==> src/rtl/sleep_seq_pkg.sv <==
`timescale 1ns/1ps
package sleep_seq_pkg;

  typedef enum logic [1:0] {
    REQ_S0  = 2'd0,
    REQ_S3  = 2'd1,
    REQ_S45 = 2'd2
  } sleep_req_e;

  typedef enum logic [2:0] {
    ST_OFF  = 3'd0,
    ST_BOOT = 3'd1,
    ST_S3   = 3'd2,
    ST_S45  = 3'd3,
    ST_WAKE = 3'd4,
    ST_S0   = 3'd5
  } seq_state_e;

  localparam logic [1:0] LVL_S0   = 2'b00;
  localparam logic [1:0] LVL_S3   = 2'b01;
  localparam logic [1:0] LVL_S45  = 2'b10;
  localparam logic [1:0] LVL_DOWN = 2'b11;

  typedef struct packed {
    logic       gate_pull;
    logic       psw_on;
    logic       psw_ramp;
    logic       ldo_en;
    logic [1:0] level;
  } rail_cmd_t;

  localparam rail_cmd_t CMD_OFF = '{gate_pull: 1'b1, psw_on: 1'b0,
                                    psw_ramp: 1'b0, ldo_en: 1'b0,
                                    level: LVL_DOWN};

  // S4/S5 has priority over S3; both high requests the active state.
  function automatic sleep_req_e decode_req(input logic s3_n, input logic s5_n);
    if (!s5_n)      return REQ_S45;
    else if (!s3_n) return REQ_S3;
    else            return REQ_S0;
  endfunction

endpackage

==> src/rtl/sleep_seq_sync.sv <==
`timescale 1ns/1ps
module sleep_seq_sync #(
  parameter int WIDTH  = 2,
  parameter int STAGES = 2
) (
  input  logic             clk,
  input  logic             rst,
  input  logic [WIDTH-1:0] d,
  output logic [WIDTH-1:0] q
);
  logic [WIDTH-1:0] stage [STAGES];

  for (genvar g = 0; g < STAGES; g++) begin : g_stage
    if (g == 0) begin : g_first
      always_ff @(posedge clk) begin
        if (rst) stage[g] <= '0;
        else     stage[g] <= d;
      end
    end else begin : g_next
      always_ff @(posedge clk) begin
        if (rst) stage[g] <= '0;
        else     stage[g] <= stage[g-1];
      end
    end
  end

  assign q = stage[STAGES-1];
endmodule

==> src/rtl/sleep_seq_entry_timer.sv <==
`timescale 1ns/1ps
// Counts consecutive cycles of a held request; done on the DELAY_CYCLES-th one.
module sleep_seq_entry_timer #(
  parameter int DELAY_CYCLES = 12000
) (
  input  logic clk,
  input  logic rst,
  input  logic arm,
  output logic done
);
  localparam int CW = (DELAY_CYCLES < 2) ? 1 : $clog2(DELAY_CYCLES + 1);
  localparam logic [CW-1:0] LAST = CW'(DELAY_CYCLES - 1);

  logic [CW-1:0] cnt_q;

  assign done = arm && (cnt_q == LAST);

  always_ff @(posedge clk) begin
    if (rst)              cnt_q <= '0;
    else if (arm && !done) cnt_q <= cnt_q + 1'b1;
    else                  cnt_q <= '0;
  end
endmodule

==> src/rtl/sleep_seq_wake_qual.sv <==
`timescale 1ns/1ps
// Counts soft-start ticks while the 12V rail stays good; any drop clears it.
module sleep_seq_wake_qual #(
  parameter int TICKS = 3
) (
  input  logic clk,
  input  logic rst,
  input  logic enable,
  input  logic rail_good,
  input  logic tick,
  output logic done
);
  localparam int CW = (TICKS < 2) ? 1 : $clog2(TICKS + 1);
  localparam logic [CW-1:0] LAST = CW'(TICKS - 1);

  logic [CW-1:0] cnt_q;

  assign done = enable && rail_good && tick && (cnt_q == LAST);

  always_ff @(posedge clk) begin
    if (rst || !enable || !rail_good) cnt_q <= '0;
    else if (tick && !done)           cnt_q <= cnt_q + 1'b1;
    else if (done)                    cnt_q <= '0;
  end
endmodule

==> src/rtl/sleep_rail_sequencer.sv <==
`timescale 1ns/1ps
module sleep_rail_sequencer
  import sleep_seq_pkg::*;
#(
  parameter int SYNC_STAGES        = 2,
  parameter int ENTRY_DELAY_CYCLES = 12000,
  parameter int WAKE_TICKS         = 3,
  parameter bit KEEP_5V_IN_S45     = 1'b0
) (
  input  logic       clk,
  input  logic       rst,
  input  logic       sby_por_ok,
  input  logic       slp3_n,
  input  logic       slp5_n,
  input  logic       rail12_good,
  input  logic       ss_tick,
  output logic       main_gate_pull,
  output logic       psw_on,
  output logic       psw_ramp,
  output logic       ldo_en,
  output logic [1:0] pwr_level
);

  // Request synchronizer and decode
  logic [1:0] slp_sync;
  sleep_req_e req;

  sleep_seq_sync #(.WIDTH(2), .STAGES(SYNC_STAGES)) u_sync (
    .clk (clk),
    .rst (rst),
    .d   ({slp5_n, slp3_n}),
    .q   (slp_sync)
  );

  assign req = decode_req(slp_sync[0], slp_sync[1]);

  // Sequencer state
  seq_state_e state_q, state_d;
  logic       origin_s3_q, origin_s3_d;
  logic       entry_done, wake_done;

  sleep_seq_entry_timer #(.DELAY_CYCLES(ENTRY_DELAY_CYCLES)) u_entry (
    .clk  (clk),
    .rst  (rst),
    .arm  ((state_q == ST_S0) && (req == REQ_S3)),
    .done (entry_done)
  );

  sleep_seq_wake_qual #(.TICKS(WAKE_TICKS)) u_wake (
    .clk       (clk),
    .rst       (rst),
    .enable    (state_q == ST_WAKE),
    .rail_good (rail12_good),
    .tick      (ss_tick),
    .done      (wake_done)
  );

  always_comb begin
    state_d     = state_q;
    origin_s3_d = origin_s3_q;
    if (!sby_por_ok) begin
      state_d = ST_OFF;
    end else begin
      unique case (state_q)
        ST_OFF:  state_d = ST_BOOT;
        ST_BOOT: if (ss_tick) state_d = (req == REQ_S3) ? ST_S3 : ST_S45;
        ST_S3: begin
          if (req == REQ_S45) state_d = ST_S45;
          else if (req == REQ_S0) begin
            state_d     = ST_WAKE;
            origin_s3_d = 1'b1;
          end
        end
        ST_S45: begin
          // an S3 request here is illegal and leaves the state alone
          if (req == REQ_S0) begin
            state_d     = ST_WAKE;
            origin_s3_d = 1'b0;
          end
        end
        ST_WAKE: begin
          if (req == REQ_S45)     state_d = ST_S45;
          else if (req == REQ_S3) state_d = origin_s3_q ? ST_S3 : ST_S45;
          else if (wake_done)     state_d = ST_S0;
        end
        ST_S0: begin
          if (req == REQ_S45)  state_d = ST_S45;
          else if (entry_done) state_d = ST_S3;
        end
        default: state_d = ST_OFF;
      endcase
    end
  end

  // Rail commands decoded from the next state, then registered
  rail_cmd_t cmd_q, cmd_d;
  logic      boot_needs_5v;

  assign boot_needs_5v = (req == REQ_S3) || KEEP_5V_IN_S45;

  always_comb begin
    cmd_d = CMD_OFF;
    unique case (state_d)
      ST_OFF:  cmd_d = CMD_OFF;
      ST_BOOT: begin
        cmd_d.ldo_en   = 1'b1;
        cmd_d.psw_ramp = boot_needs_5v;
      end
      ST_S3: begin
        cmd_d.ldo_en = 1'b1;
        cmd_d.psw_on = 1'b1;
        cmd_d.level  = LVL_S3;
      end
      ST_S45: begin
        cmd_d.ldo_en = 1'b1;
        cmd_d.psw_on = KEEP_5V_IN_S45;
        cmd_d.level  = LVL_S45;
      end
      ST_WAKE: begin
        cmd_d.ldo_en = 1'b1;
        cmd_d.psw_on = origin_s3_d ? 1'b1 : KEEP_5V_IN_S45;
        cmd_d.level  = origin_s3_d ? LVL_S3 : LVL_S45;
      end
      ST_S0: begin
        cmd_d.gate_pull = 1'b0;
        cmd_d.level     = LVL_S0;
      end
      default: cmd_d = CMD_OFF;
    endcase
  end

  always_ff @(posedge clk) begin
    if (rst) begin
      state_q     <= ST_OFF;
      origin_s3_q <= 1'b0;
      cmd_q       <= CMD_OFF;
    end else begin
      state_q     <= state_d;
      origin_s3_q <= origin_s3_d;
      cmd_q       <= cmd_d;
    end
  end

  assign main_gate_pull = cmd_q.gate_pull;
  assign psw_on         = cmd_q.psw_on;
  assign psw_ramp       = cmd_q.psw_ramp;
  assign ldo_en         = cmd_q.ldo_en;
  assign pwr_level      = cmd_q.level;

endmodule

==> config.mk <==
export PLATFORM = sky130hd
export DESIGN_NAME = sleep_rail_sequencer
export DESIGN_NICKNAME = d
export VERILOG_FILES = /design/src/rtl/sleep_seq_pkg.sv /design/src/rtl/sleep_seq_sync.sv /design/src/rtl/sleep_seq_entry_timer.sv /design/src/rtl/sleep_seq_wake_qual.sv /design/src/rtl/sleep_rail_sequencer.sv
export SDC_FILE = /design/constraint.sdc
export NUM_CORES = 1
export LEC_CHECK = 0
export BUFFER_PORTS_ARGS = -buffer_cell sky130_fd_sc_hd__buf_2
export CORE_MARGIN = 4
export CORE_UTILIZATION = 35
export DETAILED_ROUTE_END_ITERATION = 8
export HOLD_SLACK_MARGIN = 0.03
export PLACE_DENSITY = 0.55
export RECOVER_POWER = 100
export SETUP_SLACK_MARGIN = 0.2
export SLEW_MARGIN = 20
export SYNTH_ARGS = -nofsm -noshare
export SYNTH_HDL_FRONTEND = slang
export SYNTH_HIERARCHICAL = 1
export SYNTH_SLANG_ARGS = --single-unit
==> constraint.sdc <==
create_clock -name clk -period 2.2 [get_ports clk]
set_input_delay 0.33 -clock clk [delete_from_list [all_inputs] [get_ports clk]]
set_output_delay 0.33 -clock clk [all_outputs]
set_load 0.005 [all_outputs]
==> reports/metrics.yaml, run 1 <==
max_freq_mhz: 455
cp_slowest_cell: "a221o_2"
synth.distinct_cells: 43
synthToLayoutAreaGrowth_pct: 27.0
drt_iter0_markers: 55
synth_edf_count: 0
fin_crit_sh: 1.00
crit_type: "reg -> reg"
setup_viol: 0
synth_compound_area_frac: 0.0983
rr_startpoint: "u_entry/cnt_q[0]"
n_fill_cell: 387
hp-class: "in -> reg"
ant_nets: 0
ioPinCount: 13
cp_cell_sequence: "ha_4 -> nand3_4 -> nor4_4 -> and2_4 -> nor3b_2 -> a211o_1 -> a221o_2 -> buf_4 -> nor2_1 -> a2bb2oi_1"
nets: 200
place_hpwl_um: 2090
cts_buffer_depth: 2
start_util: 0.360
dp.cells: 229
postSynthCellCount: 156
yosys_warnings: 6
drv_cap: 0
synthTopCellsByArea: "dfxtp_1 42%, xnor2_1 6.7%, nor2_1 5.5%"
cp-start-kind: "flip-flop"
die_w_um: 72.1
ctsRootBufferMaster: "clkbuf_8"
antenna_found_initial: 0
powerDensity_nw_per_um2: 630
crit_start: "u_entry/cnt_q[0]"
synth_top_family_by_area: "simple AND/OR/NAND/NOR gates"
final_cell_mix: "27 x dfxtp_1, 22 x buf_4, 21 x nor2_1, 11 x xnor2_1"
synth.cell_area_um2: 1440
synth-async-reset-ratio: 0
clk_latency_ps: 280
fin_setup_tns_ps: 0
p_leak_uw: 0.000651
num_vias: 1174
port_buffers: 12
yosys_most_used_dff: "dfxtp_1"
synth.area.mux_share: 0.0148
die_area_um2: 5200
rows: 23
crit_path_max_fanout: 6
syn_avg_cell_area_um2: 9.22
ir_drop_mv: 0.471
hold_viol: 0
arrival_ps: 2420
yosys.area.top_type: "dfxtp_1"
synth_top_area_frac: 0.417
r2r_end: "pwr_level[0]"
slew_viol_final: 0
layout-drive-gt1-share: 0.302
tightest_slew_ps: 468
wire_per_inst_um: 11.8
synth_fp_nets: 165
synth-xor-area-share: 0.0730
place_congestion: 0.809
synthSimpleGateAreaFrac: 0.314
drc: 0
reg2regPathDepth: 10
stdcell_count: 242
grt_max_degree: 15
cts_buffers: 5
diodes: 0
grt_usage: 0.123
holdBufCountCts: 0
required_ps: 2420
r2r_slack_ps: 0.8
rsz0062_at_grt: "yes"
synth_adder_area_share: 0.0174
grt-ovfl-total: 0
ys_seq_elements: 30
skew_ps: 5.27
status: "finished, final reports clean"
fin_crit_ps: 2200
endpoint: "pwr_level[0]"
first_pass_iters: 4
cts.clk_slew.worst_paths_ps: 70
clock-sinks: 30
die_h_um: 72.1
max_stage_delay_ps: 410
coreArea_um2: 4000
wl_um: 2860
grt_pass1_wl_um: 4990
yosysSeqAreaShare: 0.417
p_total_uw: 1150
h-tree-depth: 2
viasPerCell: 4.85
final_common_cell: "dfxtp_1"
cp-end-kind: "flip-flop"
grt_pass1_vias: 1156
relSlewSlack: 0.688
cts_tree: "built"
stage by stage:
| step | setup WS, ps | instance area, µm² | utilization | hold slack [ps] |
|---|---|---|---|---|
| 3_3_place_gp | -104 | 1640 | 0.410 | 425 |
| 2_1_floorplan | -70.7 | 1440 | - | 402 |
| 5_1_grt | -88.8 | 1830 | 0.457 | 257 |
| 6_report | 0.802 | 1830 | 0.457 | 254 |
| 3_5_place_dp | -179 | 1640 | 0.410 | 437 |
| 4_1_cts | -29.8 | 1820 | 0.454 | 249 |
logic make-up after synthesis:
group           count (synthesis)
buf+inv                        16
flops                          30
compound gates                 20
simple gates                   74
xor+xnor                       12
fa+ha+maj                       2
mux                             2
worst min path at each step:
| stage | from | to | cells past startpoint |
|---|---|---|---|
| finish | slp5_n | u_sync/stage[0][1] | 2 |
| global route | slp5_n | u_sync/stage[0][1] | 2 |
| CTS | slp5_n | u_sync/stage[0][1] | 2 |
| detailed placement | u_sync/stage[0][1] | u_sync/stage[1][1] | 1 |
| global placement | u_sync/stage[0][1] | u_sync/stage[1][1] | 1 |
| floorplan | rst | u_sync/stage[0][0] | 1 |
registers in the layout, indices dropped and copies added (netlist names):
| name | cells |
|---|---|
| u_sync/stage | 4 |
| u_entry/cnt_q | 14 |
| psw_ramp | 1 |
| ldo_en | 1 |
| psw_on | 1 |
| origin_s3_q | 1 |
| main_gate_pull | 1 |
| pwr_level | 2 |
| state_q | 3 |
| u_wake/cnt_q | 2 |
cell usage after synthesis (all sizes together), types with 2 or more instances:
library cell  number
ha                 2
nand2b             6
nand3              4
o32a               2
nor4               5
nor2              21
a21oi              6
nor4b              2
nor3               4
nor2b              7
inv                9
dfxtp             30
buf                6
xnor2             11
nor3b              2
nand4              3
nand2             10
or3b               4
o21ai              2
a211oi             2
area by class of cell:
cell class                 instances  area, µm²  area share
multi-input combinational        110        786       0.430
sequential                        30        604       0.331
timing repair buffer              35        231       0.127
clock buffer                       5       68.8      0.0377
tap                               50       62.6      0.0342
clock inverter                     3       40.0      0.0219
inverter                           9       33.8      0.0185
per-layer routing:
layer	GRT usage	wire length, µm	vias up
met1	0.133	1240	544
met5	0	0	-
met2	0.212	1450	17
met4	0.0752	66	0
met3	0.0346	107	9
li1	-	-	604
critical path, delay by kind of cell, from the launching register on:
kind | cells | cell delay, ps
compound gates | 3 | 780
fa+ha+maj | 1 | 150
buf+inv | 1 | 150
flops | 1 | 360
simple gates | 5 | 690
report_power, final:
part           internal [µW]  total [µW]  switching [µW]
Clock                    333         548             215
Combinational           26.7        51.7            25.0
Sequential               550         552            2.58
timing repair:
item / CTS / global route
buffers inserted: 5 / 0
gates cloned: 0 / 0
endpoints found under the setup margin: 8 / 8
pin swaps: 4 / 2
resized for setup: 6 / 4
Note: power is estimated with default switching activity, not from simulation.
==> run 2, diff against run 1 <==
--- a/config.mk
+++ b/config.mk
@@ -10,6 +10,7 @@
 export CORE_UTILIZATION = 35
 export DETAILED_ROUTE_END_ITERATION = 8
 export HOLD_SLACK_MARGIN = 0.03
+export MAX_ROUTING_LAYER = met4
 export PLACE_DENSITY = 0.55
 export RECOVER_POWER = 100
 export SETUP_SLACK_MARGIN = 0.2
==> run 2 against run 1 <==
  * Wire length did not move
  * Global-route usage rose by 0.36 points
  * Combinational power barely moved
  * Clock-buffer cell count did not move
  * Worst hold slack barely moved
  * Design area did not move
  * Largest power group unchanged
  * Highest routed layer unchanged
  * Sequential power barely moved
  * First-iteration DRC count rose by 5.5%
  * Sequential share of layout area did not move
==> reports/metrics.yaml, run 2 (synthesis gave the netlist of run 1 again) <==
powerDensity_nw_per_um2: 631
drv_cap: 0
hold-worst-slack_ps: 254
drc: 0
clk_latency_ps: 280
relSlewSlack: 0.688
layout-drive-gt1-share: 0.302
seqPwrFrac: 0.479
die_w_um: 72.1
cts_tree: "built"
place_hpwl_um: 2090
final_cell_mix: "27 x dfxtp_1, 22 x buf_4, 21 x nor2_1, 11 x xnor2_1"
cp_slowest_cell: "a221o_2"
swShare: 0.211
grt_pass1_wl_um: 4980
hold_viol: 0
grt-ovfl-total: 0
reg_top3: "u_entry/cnt_q: 14 flops, u_sync/stage: 4 flops, state_q: 3 flops"
crit_family: "compound AO/OA/AOI/OAI gates"
switchingPower_uw: 243
largest_register_ffs: 14
hp-class: "in -> reg"
max_stage_delay_ps: 410
stdcell_count: 242
h-tree-depth: 2
cp-start-kind: "flip-flop"
rows: 23
nets: 200
place_congestion: 0.821
arrival_ps: 2420
tightest_slew_ps: 468
final_common_cell: "dfxtp_1"
ant_nets: 0
required_ps: 2420
ioPinCount: 13
coreArea_um2: 4000
grt_pass1_vias: 1157
antenna_found_initial: 0
num_vias: 1171
cts.clk_slew.worst_paths_ps: 70
top_register: "u_entry/cnt_q"
ir_drop_mv: 0.471
drt_iter0_markers: 58
critical_path_buf_inv_count: 1
start_util: 0.360
viasPerCell: 4.84
crit_type: "reg -> reg"
crit_path_max_fanout: 6
rsz0062_at_grt: "yes"
status: "finished, final reports clean"
fin_crit_sh: 1.00
cts_buffers: 5
max_freq_mhz: 455
skew_ps: 5.36
pwr-share-comb: 0.045
ctsRootBufferMaster: "clkbuf_8"
port_buffers: 12
wire_per_inst_um: 11.8
diodes: 0
p_leak_uw: 0.000651
cp-end-kind: "flip-flop"
synthToLayoutAreaGrowth_pct: 27.0
clock-sinks: 30
fin_crit_ps: 2200
first_pass_iters: 4
setup_viol: 0
dp.cells: 229
wl_um: 2860
grt_usage: 0.127
power.clock.fraction: 0.476
cts_buffer_depth: 2
grt_max_degree: 15
die_h_um: 72.1
cp_cell_sequence: "ha_4 -> nand3_4 -> nor4_4 -> and2_4 -> nor3b_2 -> a211o_1 -> a221o_2 -> buf_4 -> nor2_1 -> a2bb2oi_1"
slew_viol_final: 0
r2r_slack_ps: 0.3
intPower_uw: 909
die_area_um2: 5200
run 2: power by group through the flow:
stage	clock [µW]	combinational, µW	sequential, µW
floorplan	0	30.7	564
global placement	0	47.9	565
detailed placement	0	49.5	565
CTS	568	51.2	552
global route	593	57.1	552
finish	548	51.7	552
run 2: worst paths after layout:
| path | start | cells past startpoint | to |
|---|---|---|---|
| max | u_entry/cnt_q[0] | 10 | pwr_level[0] |
| min | slp5_n | 2 | u_sync/stage[0][1] |
| max reg2reg | u_entry/cnt_q[0] | 10 | pwr_level[0] |
| min reg2reg | u_sync/stage[0][1] | 1 | u_sync/stage[1][1] |
run 2: what timing repair did:
| item | in CTS | in global routing |
|---|---|---|
| hold buffers | 0 | 0 |
| pin swaps | 4 | 2 |
| buffers inserted | 5 | 0 |
| setup endpoints to repair | 8 | 8 |
| resized for setup | 6 | 4 |
run 2: metrics by stage:
stage / util / TNS (ps) / total power [µW] / area (µm²) / worst slack, ps
after floorplan: - / -125 / 594 / 1440 / -70.7
after global placement: 0.410 / -350 / 613 / 1640 / -104
after detailed placement: 0.410 / -743 / 614 / 1640 / -179
after CTS: 0.454 / -87.8 / 1170 / 1820 / -29.8
after global routing: 0.457 / -289 / 1200 / 1830 / -88.8
final: 0.457 / 0 / 1150 / 1830 / 0.336
run 2: metal layers:
layer  GRT usage  up-vias  routed length [µm]
met4      0.0752        0                  65
li1            -      604                   -
met5           -        -                   0
met1       0.133      543                1250
met3      0.0346        7                 109
met2       0.212       17                1440
run 2: area by class of cell:
class                           instances  area [µm²]
Fill cell                             387        2170
Multi-Input combinational cell        110         786
Sequential cell                        30         604
Timing Repair Buffer                   35         231
Clock buffer                            5        68.8
Tap cell                               50        62.6
Clock inverter                          3        40.0
Inverter                                9        33.8
run 2: worst register-to-register path, cell delays in order (launching register included):
cell and delay (ps):
dfxtp_2 360, ha_4 150, nand3_4 90, nor4_4 300, and2_4 190, nor3b_2 40
a211o_1 220, a221o_2 410, buf_4 150, nor2_1 80, a2bb2oi_1 150
